==> config.mk <==
export PLATFORM = sky130hd
export DESIGN_NAME = icap_timer
export DESIGN_NICKNAME = d
export VERILOG_FILES = /design/src/rtl/icap_pkg.sv /design/src/rtl/icap_sync_edge.sv /design/src/rtl/icap_prescale.sv /design/src/rtl/icap_counter.sv /design/src/rtl/icap_timer.sv
export SDC_FILE = /design/constraint.sdc
export NUM_CORES = 1
export LEC_CHECK = 0
export BUFFER_PORTS_ARGS = -buffer_cell sky130_fd_sc_hd__buf_4
export CAP_MARGIN = 20
export CORE_AREA = 4 4 107 109
export DETAILED_ROUTE_END_ITERATION = 10
export DIE_AREA = 0 0 111 113
export PLACE_DENSITY = 0.7
export SLEW_MARGIN = 20
export SYNTH_ARGS = -nofsm -noshare
export SYNTH_HDL_FRONTEND = slang
export SYNTH_HIERARCHICAL = 1
export SYNTH_SLANG_ARGS = --single-unit
==> constraint.sdc <==
create_clock -name clk -period 3.2 [get_ports clk]
set_clock_uncertainty 0.15 [all_clocks]
set_input_delay 0.16 -clock clk [delete_from_list [all_inputs] [get_ports clk]]
set_output_delay 0.16 -clock clk [all_outputs]
set_load 0.01 [all_outputs]
==> src/rtl/icap_pkg.sv <==
package icap_pkg;

   typedef enum logic [1:0] {
      CS_DIV_LO  = 2'd0,
      CS_DIV_MID = 2'd1,
      CS_DIV_HI  = 2'd2,
      CS_EXT     = 2'd3
   } icap_cs_e;

   typedef struct packed {
      logic     edge_a;
      logic     edge_b;
      logic     edge_c;
      logic     edge_d;
      logic     pair_ac;
      logic     pair_bd;
      icap_cs_e cs;
   } icap_ctrl_t;

   localparam int unsigned ADDR_W     = 3;
   localparam int unsigned N_CH       = 4;
   localparam int unsigned N_FLAGS    = N_CH + 1;
   localparam int unsigned OVF_BIT    = N_CH;

   localparam logic [ADDR_W-1:0] A_CTRL   = 3'd0;
   localparam logic [ADDR_W-1:0] A_STATUS = 3'd1;
   localparam logic [ADDR_W-1:0] A_COUNT  = 3'd2;
   localparam logic [ADDR_W-1:0] A_CAP0   = 3'd3;

endpackage

==> src/rtl/icap_sync_edge.sv <==
module icap_sync_edge #(
   parameter int unsigned STAGES = 2
) (
   input  logic clk,
   input  logic rst_n,
   input  logic pin,
   output logic rise,
   output logic fall
);
   if (STAGES < 2) begin : g_bad_stages
      $error("icap_sync_edge: STAGES must be at least 2");
   end

   logic [STAGES-1:0] sync_q;
   logic              prev_q;

   always_ff @(posedge clk) begin
      if (!rst_n) begin
         sync_q <= '0;
         prev_q <= 1'b0;
      end else begin
         sync_q <= {sync_q[STAGES-2:0], pin};
         prev_q <= sync_q[STAGES-1];
      end
   end

   assign rise = sync_q[STAGES-1] & ~prev_q;
   assign fall = ~sync_q[STAGES-1] & prev_q;

   // a single edge yields a single-cycle pulse
   p_single_rise_r4: assert property (@(posedge clk) disable iff (!rst_n)
      rise |=> !rise);
   p_single_fall_r4: assert property (@(posedge clk) disable iff (!rst_n)
      fall |=> !fall);
endmodule

==> src/rtl/icap_prescale.sv <==
module icap_prescale #(
   parameter int unsigned L2_LO  = 1,
   parameter int unsigned L2_MID = 3,
   parameter int unsigned L2_HI  = 5
) (
   input  logic       clk,
   input  logic       rst_n,
   input  logic [1:0] sel,
   input  logic       ext_rise,
   output logic       tick
);
   if (!(L2_LO >= 1 && L2_LO < L2_MID && L2_MID < L2_HI)) begin : g_bad_div
      $error("icap_prescale: divider exponents must be ascending and non-zero");
   end

   localparam int unsigned PS_W = L2_HI;
   localparam logic [PS_W-1:0] M_LO  = PS_W'((1 << L2_LO) - 1);
   localparam logic [PS_W-1:0] M_MID = PS_W'((1 << L2_MID) - 1);
   localparam logic [PS_W-1:0] M_HI  = PS_W'((1 << L2_HI) - 1);

   logic [PS_W-1:0] pre_q;
   logic [2:0]      div_tick;

   always_ff @(posedge clk) begin
      if (!rst_n) pre_q <= '0;
      else        pre_q <= pre_q + 1'b1;
   end

   assign div_tick[0] = (pre_q & M_LO)  == M_LO;
   assign div_tick[1] = (pre_q & M_MID) == M_MID;
   assign div_tick[2] = (pre_q & M_HI)  == M_HI;

   always_comb begin
      unique case (sel)
         2'd0:    tick = div_tick[0];
         2'd1:    tick = div_tick[1];
         2'd2:    tick = div_tick[2];
         default: tick = ext_rise;
      endcase
   end

   // slower internal ticks always coincide with faster ones
   p_nest_hi_r3: assert property (@(posedge clk) disable iff (!rst_n)
      div_tick[2] |-> div_tick[1]);
   p_nest_mid_r3: assert property (@(posedge clk) disable iff (!rst_n)
      div_tick[1] |-> div_tick[0]);
   p_lo_gap_r3: assert property (@(posedge clk) disable iff (!rst_n)
      div_tick[0] |=> !div_tick[0]);
endmodule

==> src/rtl/icap_counter.sv <==
module icap_counter #(
   parameter int unsigned W = 16
) (
   input  logic         clk,
   input  logic         rst_n,
   input  logic         tick,
   input  logic         load,
   input  logic [W-1:0] load_val,
   output logic [W-1:0] cnt,
   output logic         wrap
);
   logic [W-1:0] cnt_q;

   always_ff @(posedge clk) begin
      if (!rst_n)    cnt_q <= '0;
      else if (load) cnt_q <= load_val;
      else if (tick) cnt_q <= cnt_q + 1'b1;
   end

   assign cnt  = cnt_q;
   assign wrap = tick & ~load & (&cnt_q);

   p_inc_r1: assert property (@(posedge clk) disable iff (!rst_n)
      (tick && !load) |=> cnt_q == W'($past(cnt_q) + 1'b1));
   p_hold_r1: assert property (@(posedge clk) disable iff (!rst_n)
      (!tick && !load) |=> $stable(cnt_q));
   p_load_wins_r11: assert property (@(posedge clk) disable iff (!rst_n)
      load |=> cnt_q == $past(load_val));
endmodule

==> src/rtl/icap_timer.sv <==
module icap_timer
   import icap_pkg::*;
#(
   parameter int unsigned CNT_W       = 16,
   parameter int unsigned SYNC_STAGES = 2,
   parameter int unsigned L2_LO       = 1,
   parameter int unsigned L2_MID      = 3,
   parameter int unsigned L2_HI       = 5
) (
   input  logic              clk,
   input  logic              rst_n,
   input  logic [N_CH-1:0]   cap_pin,
   input  logic              ext_clk_pin,
   input  logic              reg_we,
   input  logic [ADDR_W-1:0] reg_addr,
   input  logic [CNT_W-1:0]  reg_wdata,
   output logic [CNT_W-1:0]  reg_rdata
);
   if (CNT_W < N_FLAGS || CNT_W < $bits(icap_ctrl_t)) begin : g_bad_width
      $error("icap_timer: CNT_W too narrow for control and status");
   end

   localparam int unsigned N_PAIR = N_CH / 2;

   icap_ctrl_t        ctl_q;
   logic [N_CH-1:0]   rise, fall, hit;
   logic [N_CH-1:0]   edge_sel;
   logic [N_PAIR-1:0] paired;
   logic [CNT_W-1:0]  cap_q [N_CH];
   logic [N_FLAGS-1:0] flag_q;
   logic [CNT_W-1:0]  cnt;
   logic              wrap, ext_rise, ext_fall_unused, tick;
   logic              wr_ctrl, wr_stat, wr_cnt;

   assign wr_ctrl = reg_we && reg_addr == A_CTRL;
   assign wr_stat = reg_we && reg_addr == A_STATUS;
   assign wr_cnt  = reg_we && reg_addr == A_COUNT;

   assign edge_sel = {ctl_q.edge_d, ctl_q.edge_c, ctl_q.edge_b, ctl_q.edge_a};
   assign paired   = {ctl_q.pair_bd, ctl_q.pair_ac};

   always_ff @(posedge clk) begin
      if (!rst_n)       ctl_q <= '0;
      else if (wr_ctrl) ctl_q <= icap_ctrl_t'(reg_wdata[$bits(icap_ctrl_t)-1:0]);
   end

   // Pin synchronizers and edge detectors
   for (genvar i = 0; i < N_CH; i++) begin : g_pin
      icap_sync_edge #(.STAGES(SYNC_STAGES)) u_sync (
         .clk(clk), .rst_n(rst_n), .pin(cap_pin[i]),
         .rise(rise[i]), .fall(fall[i]));
   end

   icap_sync_edge #(.STAGES(SYNC_STAGES)) u_ext_sync (
      .clk(clk), .rst_n(rst_n), .pin(ext_clk_pin),
      .rise(ext_rise), .fall(ext_fall_unused));

   icap_prescale #(.L2_LO(L2_LO), .L2_MID(L2_MID), .L2_HI(L2_HI)) u_pre (
      .clk(clk), .rst_n(rst_n), .sel(ctl_q.cs), .ext_rise(ext_rise), .tick(tick));

   icap_counter #(.W(CNT_W)) u_cnt (
      .clk(clk), .rst_n(rst_n), .tick(tick), .load(wr_cnt),
      .load_val(reg_wdata), .cnt(cnt), .wrap(wrap));

   // Capture channels, organised as primary/secondary pairs
   for (genvar p = 0; p < N_PAIR; p++) begin : g_pair
      localparam int unsigned PR = p;
      localparam int unsigned SE = p + N_PAIR;
      logic pr_edge;

      assign pr_edge = paired[p] ? edge_sel[SE] : edge_sel[PR];
      assign hit[PR] = pr_edge ? rise[PR] : fall[PR];
      assign hit[SE] = ~paired[p] & (edge_sel[SE] ? rise[SE] : fall[SE]);

      always_ff @(posedge clk) begin
         if (!rst_n) begin
            cap_q[PR] <= '0;
            cap_q[SE] <= '0;
         end else begin
            if (hit[PR]) cap_q[PR] <= cnt;
            if (paired[p] && hit[PR]) cap_q[SE] <= cap_q[PR];
            else if (hit[SE])         cap_q[SE] <= cnt;
         end
      end

      // secondary takes the primary's old value
      p_shift_r5: assert property (@(posedge clk) disable iff (!rst_n)
         (paired[p] && hit[PR]) |=> cap_q[SE] == $past(cap_q[PR]));
      // secondary holds while paired and primary idle
      p_sec_idle_r6: assert property (@(posedge clk) disable iff (!rst_n)
         (paired[p] && !hit[PR]) |=> $stable(cap_q[SE]));
      // paired primary edge follows the secondary select
      p_pr_edge_r7: assert property (@(posedge clk) disable iff (!rst_n)
         (paired[p] && (edge_sel[SE] ? rise[PR] : fall[PR])) |=> cap_q[PR] == $past(cnt));
   end

   // Status flags: capture/overflow set has priority over a clearing write
   always_ff @(posedge clk) begin
      if (!rst_n) flag_q <= '0;
      else begin
         for (int i = 0; i < N_FLAGS; i++) begin
            if (wr_stat && !reg_wdata[i]) flag_q[i] <= 1'b0;
         end
         for (int i = 0; i < N_CH; i++) begin
            if (hit[i]) flag_q[i] <= 1'b1;
         end
         if (wrap) flag_q[OVF_BIT] <= 1'b1;
      end
   end

   always_comb begin
      reg_rdata = '0;
      unique case (reg_addr)
         A_CTRL:   reg_rdata[$bits(icap_ctrl_t)-1:0] = ctl_q;
         A_STATUS: reg_rdata[N_FLAGS-1:0] = flag_q;
         A_COUNT:  reg_rdata = cnt;
         3'd3:     reg_rdata = cap_q[0];
         3'd4:     reg_rdata = cap_q[1];
         3'd5:     reg_rdata = cap_q[2];
         3'd6:     reg_rdata = cap_q[3];
         default:  reg_rdata = '0;
      endcase
   end

   p_ovf_r2: assert property (@(posedge clk) disable iff (!rst_n)
      wrap |=> flag_q[OVF_BIT]);
   p_flag_set_r9: assert property (@(posedge clk) disable iff (!rst_n)
      (|hit) |=> ((flag_q & N_FLAGS'($past(hit))) == N_FLAGS'($past(hit))));
   p_ro_cap_r10: assert property (@(posedge clk) disable iff (!rst_n)
      (reg_we && reg_addr >= A_CAP0 && hit == '0) |=> $stable(cap_q[0]));
endmodule

==> results.ini, run 1 <==
[worst_hold_path]
hold_class = primary input to flop

[die]
fp.coreArea_um2 = 10600
rows = 38
io_pins = 43
start_util_pct = 53.5
die_w_um = 111
die_height_um = 113
die_area_um2 = 12500

[sta]
setup_violations = 0
rsz0062_at_grt = no
slew_headroom_pct = 35.0
fin_crit_sh_pct = 78.4
hold_viol_final = 0
max_freq_ghz = 0.399
fin_crit_ns = 2.51
tightestPinTransition_ns = 0.973
finalSetupTns_ns = 0
slew_viol_final = 0

[global_route]
grt_pass1_wl_um = 21700
use_met2_pct = 36.8
use_met1_pct = 28.4
grt.busiest_layer = met2
grt_max_degree = 40
gr-total-overflow = 0
grt_pass1_vias = 4108
grt_usage_pct = 22.3
grt_util_met3_pct = 5.51
antenna_found_initial = 0

[cts]
htreeDepth = 4
cts.sinks = 113
postCtsSetupRepairBufs = 0
clk_transition_reported_paths_ns = 0.05
cts_buffers = 17
clockBufferDepth = 2
clk_latency_ns = 0.51
cts_resized = 0
root_buffer = clkbuf_8
cts_tree = built

[drt]
antenna_left = 0
dr.pass1.iters = 5
drc = 0
vias = 4243
drt_iter0_drc = 334
viasPerCell = 5.97
wl_per_cell_um = 19.0
wirelength_um = 13500

[yosys]
netlist_area_um2 = 5670
yosys_warnings = 6
syn_inst = 495
mappedNetlistNets = 526
avgSynthCellArea_um2 = 11.5

[cells_and_area]
drive_gt1_share_pct = 18.7
num_antenna_cells = 0
final_common_cell = edfxtp_1
area_growth_syn_to_layout_pct = 20.2
final_cell_mix = edfxtp_1 (64), and2_1 (51), dfxtp_1 (49), buf_4 (47), nand2_1 (38)
nets = 589
fin_area_um2 = 6820

[pwr]
p_per_area_nw_per_um2 = 534
peakVddDrop_mv = 0.408
p_leak_nw = 2.67

[setup_path]
required_ns = 3.49
arrival_ns = 2.80
cp-start-kind = flop
cp-end-kind = flop
worstPathMaxFanout = 12
criticalPathCategory = flop to flop

[placed_design]
dp_hpwl_um = 8750
placedInstanceArea_um2 = 6000
place.gp.congestion = 0.818
io_buffers = 42

[run_status]
outcome = finished, final reports clean

[flow_run]
maxCapViolCount = 0

[final timing paths]
kind,from,cells past startpoint,endpoint,slack (ns)
worst max-delay path,u_pre/pre_q[0],7,u_cnt/cnt[12],0.69
worst max register to register,u_pre/pre_q[0],7,u_cnt/cnt[12],0.69
worst min-delay path,reg_addr[0],4,ctl_q[1],0.09
worst min register to register,g_pin[1].u_sync/sync_q[0],1,g_pin[1].u_sync/sync_q[1],0.28
[sequential cells by signal, indices dropped and copies added, names as in the netlist]
signal	cells
flag_q	5
u_pre/pre_q	5
g_pin.u_sync/sync_q	8
ctl_q	8
cap_q	64
g_pin.u_sync/prev_q	4
u_ext_sync/sync_q	2
u_ext_sync/prev_q	1
u_cnt/cnt	16
[through the flow]
step                      power (mW)  std cells  setup slack (ns)  util [%]  hold slack (ns)
after floorplan                 1.82        495             0.879         -            0.132
after global placement          1.93        652             0.787      56.6            0.211
after detailed placement        1.94        652             0.722      56.6            0.217
after CTS                       3.67        711             0.688      64.3           0.0619
after global routing            3.76        711             0.518      64.3            0.115
final                           3.64        711             0.691      64.3           0.0947
[power by group]
group / switching [mW] / internal [mW]
registers: 0.0512 / 1.60
logic: 0.150 / 0.139
clock network: 0.610 / 1.10
total: 0.811 / 2.83
[critical path: stages (launching register included)]
cell and delay, ns:
dfxtp_1 0.38, ha_1 0.19, and3_1 0.18, ha_1 0.14, mux4_2 0.34, nand4_2 0.28
or4_1 0.59, a31oi_1 0.19
[area by class of cell]
type,instances,area [um2]
clock inverters,4,21.3
inverters,3,11.3
well taps,140,175
multi-input cells,349,2550
repair buffers,74,623
clock buffers,28,527
flip-flops and latches,113,2900
fillers,869,3790
[per-layer routing]
metal / routed length, um / part of all wire, %
met1: 5790 / 43
met2: 6490 / 48
met3: 865 / 6.4
met4: 336 / 2.5
met5: 0 / 0
[timing repair]
item,in CTS,in global routing
endpoints found under the hold margin,36,0
endpoints found under the setup margin,0,0
hold buffers,27,0
Power figures use the tool's default switching activity.
==> inputs of run 2 (changes only) <==
--- a/config.mk
+++ b/config.mk
@@ -5,11 +5,12 @@
 export SDC_FILE = /design/constraint.sdc
 export NUM_CORES = 1
 export LEC_CHECK = 0
+export ABC_AREA = 1
 export BUFFER_PORTS_ARGS = -buffer_cell sky130_fd_sc_hd__buf_4
 export CAP_MARGIN = 20
-export CORE_AREA = 4 4 107 109
+export CORE_AREA = 4 4 110 112
 export DETAILED_ROUTE_END_ITERATION = 10
-export DIE_AREA = 0 0 111 113
+export DIE_AREA = 0 0 114 116
 export PLACE_DENSITY = 0.7
 export SLEW_MARGIN = 20
 export SYNTH_ARGS = -nofsm -noshare
==> constraint.sdc (replaced) <==
create_clock -name clk -period 2.6 [get_ports clk]
set_clock_uncertainty 0.15 [all_clocks]
set_input_delay 0.13 -clock clk [delete_from_list [all_inputs] [get_ports clk]]
set_output_delay 0.13 -clock clk [all_outputs]
set_load 0.01 [all_outputs]
==> run 2 against run 1 <==
- total power increased by 28%
- flip-flop and latch count unchanged
- clock power increased by 30%
- die area increased by 5.4%
- synthesized area increased by 5.7%
- final area increased by 6.0%
- synthesized cell count increased by 54%
- sequential share of layout area decreased by 2.4 points
- worst hold slack improved by 0.11 ns
- critical path depth increased by 6
- first-iteration DRC count increased by 11%
- non-clock buffer count increased by 9
- largest cell class unchanged
- largest power group unchanged
==> results.ini, run 2 <==
[run_status]
outcome = finished, final reports clean  ; unchanged

[drt]
wirelength_um = 15800  ; was 13,500 um
viasPerCell = 5.34  ; was 5.97
drt_iter0_drc = 372  ; was 334
drc = 0  ; unchanged
wl_per_cell_um = 15.9  ; was 19.0 um
dr.pass1.iters = 7  ; was 5
antenna_left = 0  ; unchanged
vias = 5300  ; was 4,243

[cts]
root_buffer = clkbuf_16  ; was clkbuf_8
htreeDepth = 4  ; unchanged
clockBufferDepth = 2  ; unchanged
cts_tree = built  ; unchanged
clk_latency_ns = 0.41  ; was 0.51 ns
postCtsSetupRepairBufs = 0  ; unchanged
cts_buffers = 17  ; unchanged
cts.sinks = 113  ; unchanged
clk_transition_reported_paths_ns = 0.05  ; about the same

[pwr]
peakVddDrop_mv = 0.382  ; was 0.408 mV
p_per_area_nw_per_um2 = 645  ; was 534 nW/um2
p_leak_nw = 3.15  ; was 2.67 nW

[placed_design]
dp_hpwl_um = 10400  ; was 8750 um
place.gp.congestion = 0.843  ; was 0.818
io_buffers = 42  ; unchanged

[global_route]
antenna_found_initial = 0  ; unchanged
grt_pass1_vias = 5152  ; was 4,108
gr-total-overflow = 0  ; unchanged
grt_pass1_wl_um = 25000  ; was 21,700 um
grt_max_degree = 38  ; was 40
grt_usage_pct = 24.6  ; was 22.3%

[cells_and_area]
fill_cells = 966  ; was 869
nets = 868  ; was 589
largest-register = cap_q  ; unchanged
num_antenna_cells = 0  ; unchanged
largest_reg_flops = 64  ; unchanged
final_common_cell = nand2_1  ; was edfxtp_1
area_growth_syn_to_layout_pct = 20.5  ; was 20.2%
final_cell_mix = nand2_1 (217), inv_1 (114), nor2_1 (76), edfxtp_1 (64), buf_4 (56)  ; was edfxtp_1 (64), and2_1 (51), dfxtp_1 (49), buf_4 (47), nand2_1 (38)
drive_gt1_share_pct = 15.3  ; was 18.7%
fin_util_pct = 64.4  ; was 64.3%

[die]
rows = 39  ; was 38
fp.coreArea_um2 = 11200  ; was 10,600 um2
die_height_um = 116  ; was 113 um
io_pins = 43  ; unchanged
die_area_um2 = 13200  ; was 12,500 um2
start_util_pct = 53.4  ; was 53.5%
die_w_um = 114  ; was 111 um

[setup_path]
crit_slowest_cell = dfxtp_1  ; was or4_1
path_cells = ha_1 -> nand2_1 -> nor2_1 -> ha_1 -> or2_0 -> nand3_1 -> nand2_1 -> inv_1 -> nor2_2 -> nand2_1 -> nor4_1 -> inv_1 -> a21oi_1  ; was ha_1 -> and3_1 -> ha_1 -> mux4_2 -> nand4_2 -> or4_1 -> a31oi_1
crit_family = simple AND/OR/NAND/NOR gates  ; unchanged
path_buf_inv = 2  ; was 0
required_ns = 2.79  ; was 3.49 ns
cp-end-kind = flop  ; unchanged
arrival_ns = 2.41  ; was 2.80 ns
cpMostUsedCell = nand2_1  ; was ha_1
worstPathMaxFanout = 4  ; was 12
criticalPathCategory = flop to flop  ; unchanged
crit_path_max_incr_delay_ns = 0.37  ; was 0.59 ns
cp-start-kind = flop  ; unchanged

[flow_run]
maxCapViolCount = 0  ; unchanged

[yosys]
mappedNetlistNets = 795  ; was 526
netlist_area_um2 = 6000  ; was 5670 um2
avgSynthCellArea_um2 = 7.85  ; was 11.5 um2
yosys_warnings = 6  ; unchanged
syn_inst = 764  ; was 495

[sta]
tightestPinTransition_ns = 0.635  ; was 0.973 ns
setup_violations = 0  ; unchanged
fin_crit_ns = 2.22  ; was 2.51 ns
max_freq_ghz = 0.450  ; was 0.399 GHz
hold_viol_final = 0  ; unchanged
holdWs_ns = 0.201  ; was 0.0947 ns
finalSetupTns_ns = 0  ; unchanged
slew_viol_final = 0  ; unchanged
rsz0062_at_grt = no  ; unchanged
slew_headroom_pct = 57.6  ; was 35.0%
fin_crit_sh_pct = 85.4  ; was 78.4%

[worst_hold_path]
hold_class = primary input to flop  ; unchanged

## run 2: area by class of cell
type                       instances  area, um2  share of cell area [%]
sequential                       113       2900                    40.2
multi-input combinational        501       2420                    33.5
timing repair buffer              83        691                    9.56
clock buffer                      22        497                    6.87
inverter                         121        459                    6.35
tap                              143        179                    2.48
clock inverter                    10       80.1                    1.11
## run 2: worst register-to-register path, stage by stage, from the launching register on
cell	delay, ns
dfxtp_1	0.37
ha_1	0.19
nand2_1	0.06
nor2_1	0.09
ha_1	0.15
or2_0	0.13
nand3_1	0.08
nand2_1	0.13
inv_1	0.08
nor2_2	0.15
nand2_1	0.09
nor4_1	0.28
inv_1	0.07
a21oi_1	0.13
## run 2: final timing paths
| kind | from | end | slack, ns | cells past startpoint |
|---|---|---|---|---|
| setup / recovery | u_pre/pre_q[0] | flag_q[4] | 0.38 | 13 |
| hold / removal | reg_addr[0] | ctl_q[0] | 0.20 | 6 |
| setup reg to reg | u_pre/pre_q[0] | flag_q[4] | 0.38 | 13 |
| hold reg to reg | g_pin[3].u_sync/sync_q[0] | g_pin[3].u_sync/sync_q[1] | 0.26 | 2 |
## run 2: routing by layer
layer | track usage (%) | vias up | wire length [um]
met5 | 0 | - | 0
met4 | 12.9 | 0 | 482
met3 | 4.18 | 42 | 1160
met2 | 43.1 | 222 | 8060
met1 | 28.9 | 2428 | 6120
li1 | - | 2608 | -
## run 2: stage by stage
stage                     power [mW]  setup WS (ns)  cell area, um2  instances
final                           4.66          0.379            7230        993
after global routing            4.81         0.0991            7230        993
after CTS                       4.67          0.385            7230        993
after detailed placement        2.43          0.442            6380        934
after global placement          2.42          0.561            6380        934
after floorplan                 2.27          0.666            6000        764
## run 2: power by group
part	internal [mW]	switching (mW)
registers	1.97	0.0555
clock network	1.44	0.788
logic	0.153	0.255
## run 2: timing repair
| item | 4_1_cts | 5_1_grt |
|---|---|---|
| hold endpoints to repair | 34 | 0 |
| hold buffers | 27 | 0 |
| resized for setup | 0 | 0 |
